<file path="src/rtl/bpg_pkg.sv">
package bpg_pkg;

  // Strobes from control to datapath: which checks apply to this cycle.
  typedef struct packed {
    logic chkAddr;
    logic chkData;
    logic genPar;
  } bpgStrobe_t;

  // Result of the one-cycle-late comparison, returned to control.
  typedef struct packed {
    logic addrBad;
    logic dataBad;
  } bpgErr_t;

endpackage

</file>
<file path="src/rtl/bpg_pulse_driver.sv">
// Shapes a single-cycle fire into low, high, release on an open-drain style pin.
module bpg_pulse_driver (
  input  logic clk,
  input  logic rstN,
  input  logic fire,
  output logic pinN,
  output logic pinOe
);
  logic lowQ;
  logic highQ;

  always_ff @(posedge clk or negedge rstN) begin
    if (!rstN) begin
      lowQ  <= 1'b0;
      highQ <= 1'b0;
    end else begin
      lowQ  <= fire;
      highQ <= lowQ;
    end
  end

  assign pinN  = ~lowQ;
  assign pinOe = lowQ | highQ;
endmodule

</file>
<file path="src/rtl/bpg_datapath.sv">
module bpg_datapath
  import bpg_pkg::*;
#(
  parameter int AD_W  = 32,
  parameter int CBE_W = 4
) (
  input  logic             clk,
  input  logic             rstN,
  input  logic [AD_W-1:0]  adIn,
  input  logic [CBE_W-1:0] cbeIn,
  input  logic             parIn,
  input  bpgStrobe_t       strobe,
  output bpgErr_t          err,
  output logic             parOut,
  output logic             parOutEn
);
  localparam int COVER_W = AD_W + CBE_W;

  logic [COVER_W-1:0] coverQ;
  bpgStrobe_t         strobeQ;
  logic               oddOnes;
  logic               mismatch;

  always_ff @(posedge clk or negedge rstN) begin
    if (!rstN) begin
      coverQ  <= '0;
      strobeQ <= '0;
    end else begin
      coverQ  <= {adIn, cbeIn};
      strobeQ <= strobe;
    end
  end

  // Even parity: the parity bit equals the XOR of the covered bits.
  assign oddOnes  = ^coverQ;
  assign mismatch = oddOnes ^ parIn;

  assign parOut   = strobeQ.genPar ? oddOnes : 1'b0;
  assign parOutEn = strobeQ.genPar;

  assign err.addrBad = strobeQ.chkAddr & mismatch;
  assign err.dataBad = strobeQ.chkData & mismatch;
endmodule

</file>
<file path="src/rtl/bpg_control.sv">
module bpg_control
  import bpg_pkg::*;
#(
  parameter int CMD_W    = 16,
  parameter int PERR_BIT = 6,
  parameter int SERR_BIT = 8
) (
  input  logic             clk,
  input  logic             rstN,
  input  logic             addrPhase,
  input  logic             dataPhase,
  input  logic             isWrite,
  input  logic             isMaster,
  input  logic             drivePar,
  input  logic [CMD_W-1:0] cmdReg,
  input  logic [1:0]       statusClear,
  input  bpgErr_t          err,
  output bpgStrobe_t       strobe,
  output logic             serrN,
  output logic             serrOe,
  output logic             perrN,
  output logic             perrOe,
  output logic             flagParity,
  output logic             flagSerr
);
  localparam int CLR_PAR  = 0;
  localparam int CLR_SERR = 1;

  logic roleChecks;
  logic parityRespond;
  logic fireSerr;
  logic firePerr;
  logic anyDetect;

  // Target checks write data; master checks read data.
  assign roleChecks = isWrite ? ~isMaster : isMaster;

  always_comb begin
    strobe         = '0;
    strobe.chkAddr = addrPhase;
    strobe.chkData = dataPhase & roleChecks;
    strobe.genPar  = drivePar;
  end

  assign parityRespond = cmdReg[PERR_BIT];
  assign fireSerr      = err.addrBad & parityRespond & cmdReg[SERR_BIT];
  assign firePerr      = err.dataBad & parityRespond;
  assign anyDetect     = err.addrBad | err.dataBad;

  always_ff @(posedge clk or negedge rstN) begin
    if (!rstN) begin
      flagParity <= 1'b0;
      flagSerr   <= 1'b0;
    end else begin
      flagParity <= anyDetect | (flagParity & ~statusClear[CLR_PAR]);
      flagSerr   <= fireSerr  | (flagSerr   & ~statusClear[CLR_SERR]);
    end
  end

  bpg_pulse_driver u_serrDrv (
    .clk   (clk),
    .rstN  (rstN),
    .fire  (fireSerr),
    .pinN  (serrN),
    .pinOe (serrOe)
  );

  bpg_pulse_driver u_perrDrv (
    .clk   (clk),
    .rstN  (rstN),
    .fire  (firePerr),
    .pinN  (perrN),
    .pinOe (perrOe)
  );
endmodule

</file>
<file path="src/rtl/bus_parity_guard.sv">
module bus_parity_guard
  import bpg_pkg::*;
#(
  parameter int AD_W     = 32,
  parameter int CBE_W    = 4,
  parameter int CMD_W    = 16,
  parameter int PERR_BIT = 6,
  parameter int SERR_BIT = 8
) (
  input  logic             clk,
  input  logic             rstN,
  input  logic [AD_W-1:0]  adIn,
  input  logic [CBE_W-1:0] cbeIn,
  input  logic             parIn,
  input  logic             addrPhase,
  input  logic             dataPhase,
  input  logic             isWrite,
  input  logic             isMaster,
  input  logic             drivePar,
  input  logic [CMD_W-1:0] cmdReg,
  input  logic [1:0]       statusClear,
  output logic             parOut,
  output logic             parOutEn,
  output logic             serrN,
  output logic             serrOe,
  output logic             perrN,
  output logic             perrOe,
  output logic             claimBlock,
  output logic             flagParity,
  output logic             flagSerr
);
  bpgStrobe_t strobe;
  bpgErr_t    err;

  bpg_control #(
    .CMD_W    (CMD_W),
    .PERR_BIT (PERR_BIT),
    .SERR_BIT (SERR_BIT)
  ) u_ctrl (
    .clk         (clk),
    .rstN        (rstN),
    .addrPhase   (addrPhase),
    .dataPhase   (dataPhase),
    .isWrite     (isWrite),
    .isMaster    (isMaster),
    .drivePar    (drivePar),
    .cmdReg      (cmdReg),
    .statusClear (statusClear),
    .err         (err),
    .strobe      (strobe),
    .serrN       (serrN),
    .serrOe      (serrOe),
    .perrN       (perrN),
    .perrOe      (perrOe),
    .flagParity  (flagParity),
    .flagSerr    (flagSerr)
  );

  bpg_datapath #(
    .AD_W  (AD_W),
    .CBE_W (CBE_W)
  ) u_dp (
    .clk      (clk),
    .rstN     (rstN),
    .adIn     (adIn),
    .cbeIn    (cbeIn),
    .parIn    (parIn),
    .strobe   (strobe),
    .err      (err),
    .parOut   (parOut),
    .parOutEn (parOutEn)
  );

  assign claimBlock = err.addrBad;
endmodule

</file>
<file path="config.mk">
export PLATFORM = sky130hd
export DESIGN_NAME = bus_parity_guard
export DESIGN_NICKNAME = d
export VERILOG_FILES = /design/src/rtl/bpg_pkg.sv /design/src/rtl/bpg_pulse_driver.sv /design/src/rtl/bpg_datapath.sv /design/src/rtl/bpg_control.sv /design/src/rtl/bus_parity_guard.sv
export SDC_FILE = /design/constraint.sdc
export NUM_CORES = 1
export LEC_CHECK = 0
export ABC_AREA = 1
export CORE_AREA = 5 5 73 75
export DETAILED_ROUTE_END_ITERATION = 7
export DIE_AREA = 0 0 78 80
export PLACE_DENSITY_LB_ADDON = 0.25
export SLEW_MARGIN = 0
export SYNTH_ARGS = -nofsm -noshare
export SYNTH_HDL_FRONTEND = slang
export SYNTH_SLANG_ARGS = --single-unit
</file>
<file path="constraint.sdc">
create_clock -name clk -period 2.6 [get_ports clk]
set_input_delay 0.26 -clock clk [delete_from_list [all_inputs] [get_ports clk]]
set_output_delay 0.26 -clock clk [all_outputs]
set_load 0.005 [all_outputs]
</file>
# Yosys cells after proc, flatten, opt, wreduce, memory -nomap -nowiden
# Index checks and enable logic that the tools add are counted.
word_totals:
  ff_bits: 45
  input_bits: 62
  output_inout_bits: 9
op_classes:
  n_mux: 2
  bitwise: 19
  n_reduce_logical: 1
ops:
  columns: ["operator", "count"]
  rows:
  - ["XOR reduction 36 bit", 1]
  - ["AND 1 bit", 8]
  - ["NOT 1 bit", 5]
  - ["OR 1 bit", 5]
  - ["2-to-1 mux 1 bit", 2]
  - ["XOR 1 bit", 1]

# Logic depth before layout (Yosys ltp)
depth:
  depth_word: 6
  ltp_mapped: 16
  mapped_depth_nobuf: 16

# Cells and area by module
# A second synthesis with hierarchy kept.
hier_totals:
  hier_cells: 250
  hier_area_um2: 2039.5
by_module_without_submodules:
  columns: ["mod", "instances", "cells_each", "area_per_inst_um2"]
  rows:
  - ["bpg_datapath", 1, 222, 1791.7]
  - ["bpg_pulse_driver", 2, 5, 63.8]
  - ["bpg_control", 1, 18, 120.1]

# Least setup slack after synthesis
# Ideal clock, no wire load.
synth_timing:
  kind: "reg-to-output"
  startpoint: "reg u_dp.coverQ[1]"
  endpoint: "out claimBlock"
  t_arrival_ns: 1.319
  t_required_ns: 2.340
  slack_ns: 1.021
  path_stages_with_launch: 14
  n_path_buf: 0
  cell_sequence: "dfrtp_1 > xnor2_1 > nand2_1 > nand2_2 > nand2_1 > nand2_1 > nand2_1 > nand2_1 > nand2_1 > nand3_1 > nand3_2 > nand2_2 > nand2_1 > inv_1"
synth_via:
  elab_chain_cells: 3
synth_rtl:
  columns: ["element", "line_no", "text"]
  rows:
  - ["from (decl)", "bpg_datapath.sv:19", "logic [COVER_W-1:0] coverQ;"]
  - ["from (signal assigned)", "bpg_datapath.sv:29", "coverQ <= {adIn, cbeIn};"]
  - ["XOR reduction 36 bit", "bpg_datapath.sv:35", "assign oddOnes = ^coverQ;"]
  - ["XOR 1 bit", "bpg_datapath.sv:36", "assign mismatch = oddOnes ^ parIn;"]
  - ["AND 1 bit", "bpg_datapath.sv:41", "assign err.addrBad = strobeQ.chkAddr & mismatch;"]
  - ["to (decl)", "bus_parity_guard.sv:28", "output logic claimBlock,"]
# No other way between the ends.

# Final worst setup path
# Ends and elaborated chain as after synthesis.

==> metrics.cfg <==
[finish]
fillers = 393
num_antenna_cells = 0
drive_gt1_frac = 0.0804
utilization = 0.638
area_delta_synth_final_pct = 32.5
instances_no_fill = 427
fin_nets = 435

[timing]
setup_violations = 0
tns_ns = 0
fin_crit_ns = 2.17
fin_skew_ns = 0.00443
post-route-period-util = 0.834
hold_viol = 0
max_slew.worst_pin.slew_ns = 0.972
fmax_mhz = 461
rsz0062_at_grt = false
max_slew_margin = 0.352
whs_ns = 0.127
slew_violations = 0

[route]
ant_nets = 0
drcViolationCount = 0
wirelength_um = 4020
vias = 1925
routedWlPerCell_um = 9.40
first_pass_iters = 4
drtIter0Drc = 55
viasPerCell = 4.51

[pwr]
pwr-share-seq = 0.504
leakagePower_nw = 1.69
powerDensity_nw_per_um2 = 520
p_switching_w = 0.000406
intPower_w = 0.00112
peakVddDrop_uv = 325
pwr-share-clk = 0.276
p_comb_frac = 0.220
finalPower_w = 0.00153
p_sw_frac = 0.266

[hold_path]
hp-class = primary input to async pin

[cts]
cts_root_buffer = clkbuf_8
clk_pin_slew_ns = 0.08
clk_latency_ns = 0.29
postCtsSetupRepairBufs = 0
cts_sinks = 45
cts_buffer_depth = 2
cts_tree = done
h-tree-depth = 2
numCtsBuffers = 5

[logic_synthesis]
synth_cell_types = 14
ys_seq_area_frac = 0.508
yosysTopAreaCell = dfrtp_1
synth_seq_cells = 45
syn_area_um2 = 2220
syn-num-nets = 372
netlist_instances = 310
yosys-top-cells-area = dfrtp_1, nand2_1, inv_1, nand2_2, nand3_1
yosys.area.top_type_share = 0.508
avgSynthCellArea_um2 = 7.15
yosysWarnings = 0

[critical_path]
cpLargestDelayFamily = simple AND/OR/NAND/NOR gates
cp.buffers_inverters = 2
cpMostUsedCell = nand2_1
cp_cell_sequence = xnor2_1, nand2_1, nand2_2, nand2_1, nand2_1, nand2_1, nand2_1, nand2_1, nand3_1, nand3_2, nand2_2, nand2_1, inv_1, dlymetal6s2s_1
cpMaxStageDelayCell = dfrtp_1
worstPathRequired_ns = 2.34
start_kind = flop
critPathCaptureType = primary output
cp_max_fo = 4
critPathKind = flop to primary output
worstPathArrival_ns = 1.91
max_stage_delay_ns = 0.41

[run_status]
run_status = completed

[die]
coreArea_um2 = 4600
die_area_um2 = 6240
initial_core_util = 0.482
io_pins = 71
dieWidth_um = 78
die_y_um = 80
num_rows = 25

[global_routing]
grt_max_degree = 46
grt_pass1_wl_um = 7050
grt_pass1_vias = 1873
overflow = 0
grt_usage = 0.142
antenna_found_initial = 0

[placed_design]
place_inst = 420
port_buffers = 56
place_congestion = 0.722
dpl.hpwl_um = 3260

[flow_run]
cap_viol_max_count = 0

-- registers in the layout, indices dropped and copies added (netlist names) --
signal                  cells
u_ctrl.u_perrDrv.lowQ       1
u_ctrl.flagParity           1
u_ctrl.u_perrDrv.highQ      1
u_dp.parOutEn               1
u_ctrl.flagSerr             1
u_dp.coverQ                36
u_ctrl.u_serrDrv.lowQ       1
u_dp.strobeQ                2
u_ctrl.u_serrDrv.highQ      1
-- timing repair --
action / 4_1_cts / 5_1_grt
setup endpoints to repair: 0 / 2
hold buffers: 0 / 0
resized for setup: 0 / 4
-- power groups by stage --
stage               clock network (W)  logic (W)  registers (W)
CTS                          0.000442   0.000342       0.000768
global placement                    0   0.000330       0.000779
global route                 0.000467   0.000387       0.000776
detailed placement                  0   0.000341       0.000782
floorplan                           0   0.000190       0.000778
finish                       0.000421   0.000336       0.000769
-- final cells by class --
class                           count  area [um^2]  area share
Clock buffer                        7         86.3      0.0294
Inverter                           46          173      0.0588
Multi-Input combinational cell    219          922       0.314
Sequential cell                    45         1130       0.384
Tap cell                           54         67.6      0.0230
Timing Repair Buffer               56          561       0.191
-- synthesized netlist by cell type (all sizes together) --
library cell	instances
nand2	190
a21boi	1
dfrtp	45
or2	2
nand3	10
inv	46
o21ai	1
xnor2	4
xor2	2
nor2	9
-- per-layer routing --
layer	track usage	vias up	wire, um
met5	0	-	0
met2	0.275	38	2180
met4	0.0591	0	53
li1	-	1029	-
met3	0.0485	5	231
met1	0.133	853	1550
-- cell families (layout without fill, tap and decap cells) --
logic type / after synthesis / after routing / synth area share
buffers and inverters: 46 / 109 / 0.0779
XOR/XNOR: 6 / 6 / 0.0237
flip-flops: 45 / 45 / 0.508
AO/OA/AOI/OAI: 2 / 2 / 0.00565
AND/OR/NAND/NOR: 211 / 211 / 0.385
-- final timing paths --
kind	startpoint	slack [ns]	end	cells after the start
max in group asynchronous	rstN	1.87	u_dp.coverQ[19]	1
hold / removal	rstN	0.13	u_dp.coverQ[21]	1
hold reg to reg	u_ctrl.u_perrDrv.lowQ	0.39	u_ctrl.u_perrDrv.highQ	0
setup reg to reg	u_dp.coverQ[1]	0.96	u_ctrl.flagParity	14
min in group clk	u_ctrl.u_perrDrv.lowQ	0.39	u_ctrl.u_perrDrv.highQ	0
setup / recovery	u_dp.coverQ[1]	0.43	claimBlock	14
-- worst reg2reg max path: cells and delay by family, from the launching register on --
family / cells / cell delay [ns]
XOR/XNOR: 1 / 0.21
flip-flops: 1 / 0.41
AND/OR/NAND/NOR: 12 / 0.86
AO/OA/AOI/OAI: 1 / 0.08
-- metrics by stage --
stage	area [um^2]	setup slack [ns]
2_1_floorplan	2220	1.02
3_3_place_gp	2840	0.409
3_5_place_dp	2840	0.364
4_1_cts	2930	0.0315
5_1_grt	2940	0.161
6_report	2940	0.430
-- cells in the final DEF, fill, tap and decap left out, types with 3 or more instances in the layout --
cell type / count
nand2_1: 180
clkdlybuf4s50_1: 53
dfrtp_1: 45
inv_1: 41
nand2_2: 10
nand3_1: 7
nor2_1: 6
clkbuf_8: 6
inv_2: 5
xnor2_1: 4
nor2_2: 3
nand3_2: 3
(Power assumes the default switching activity.)
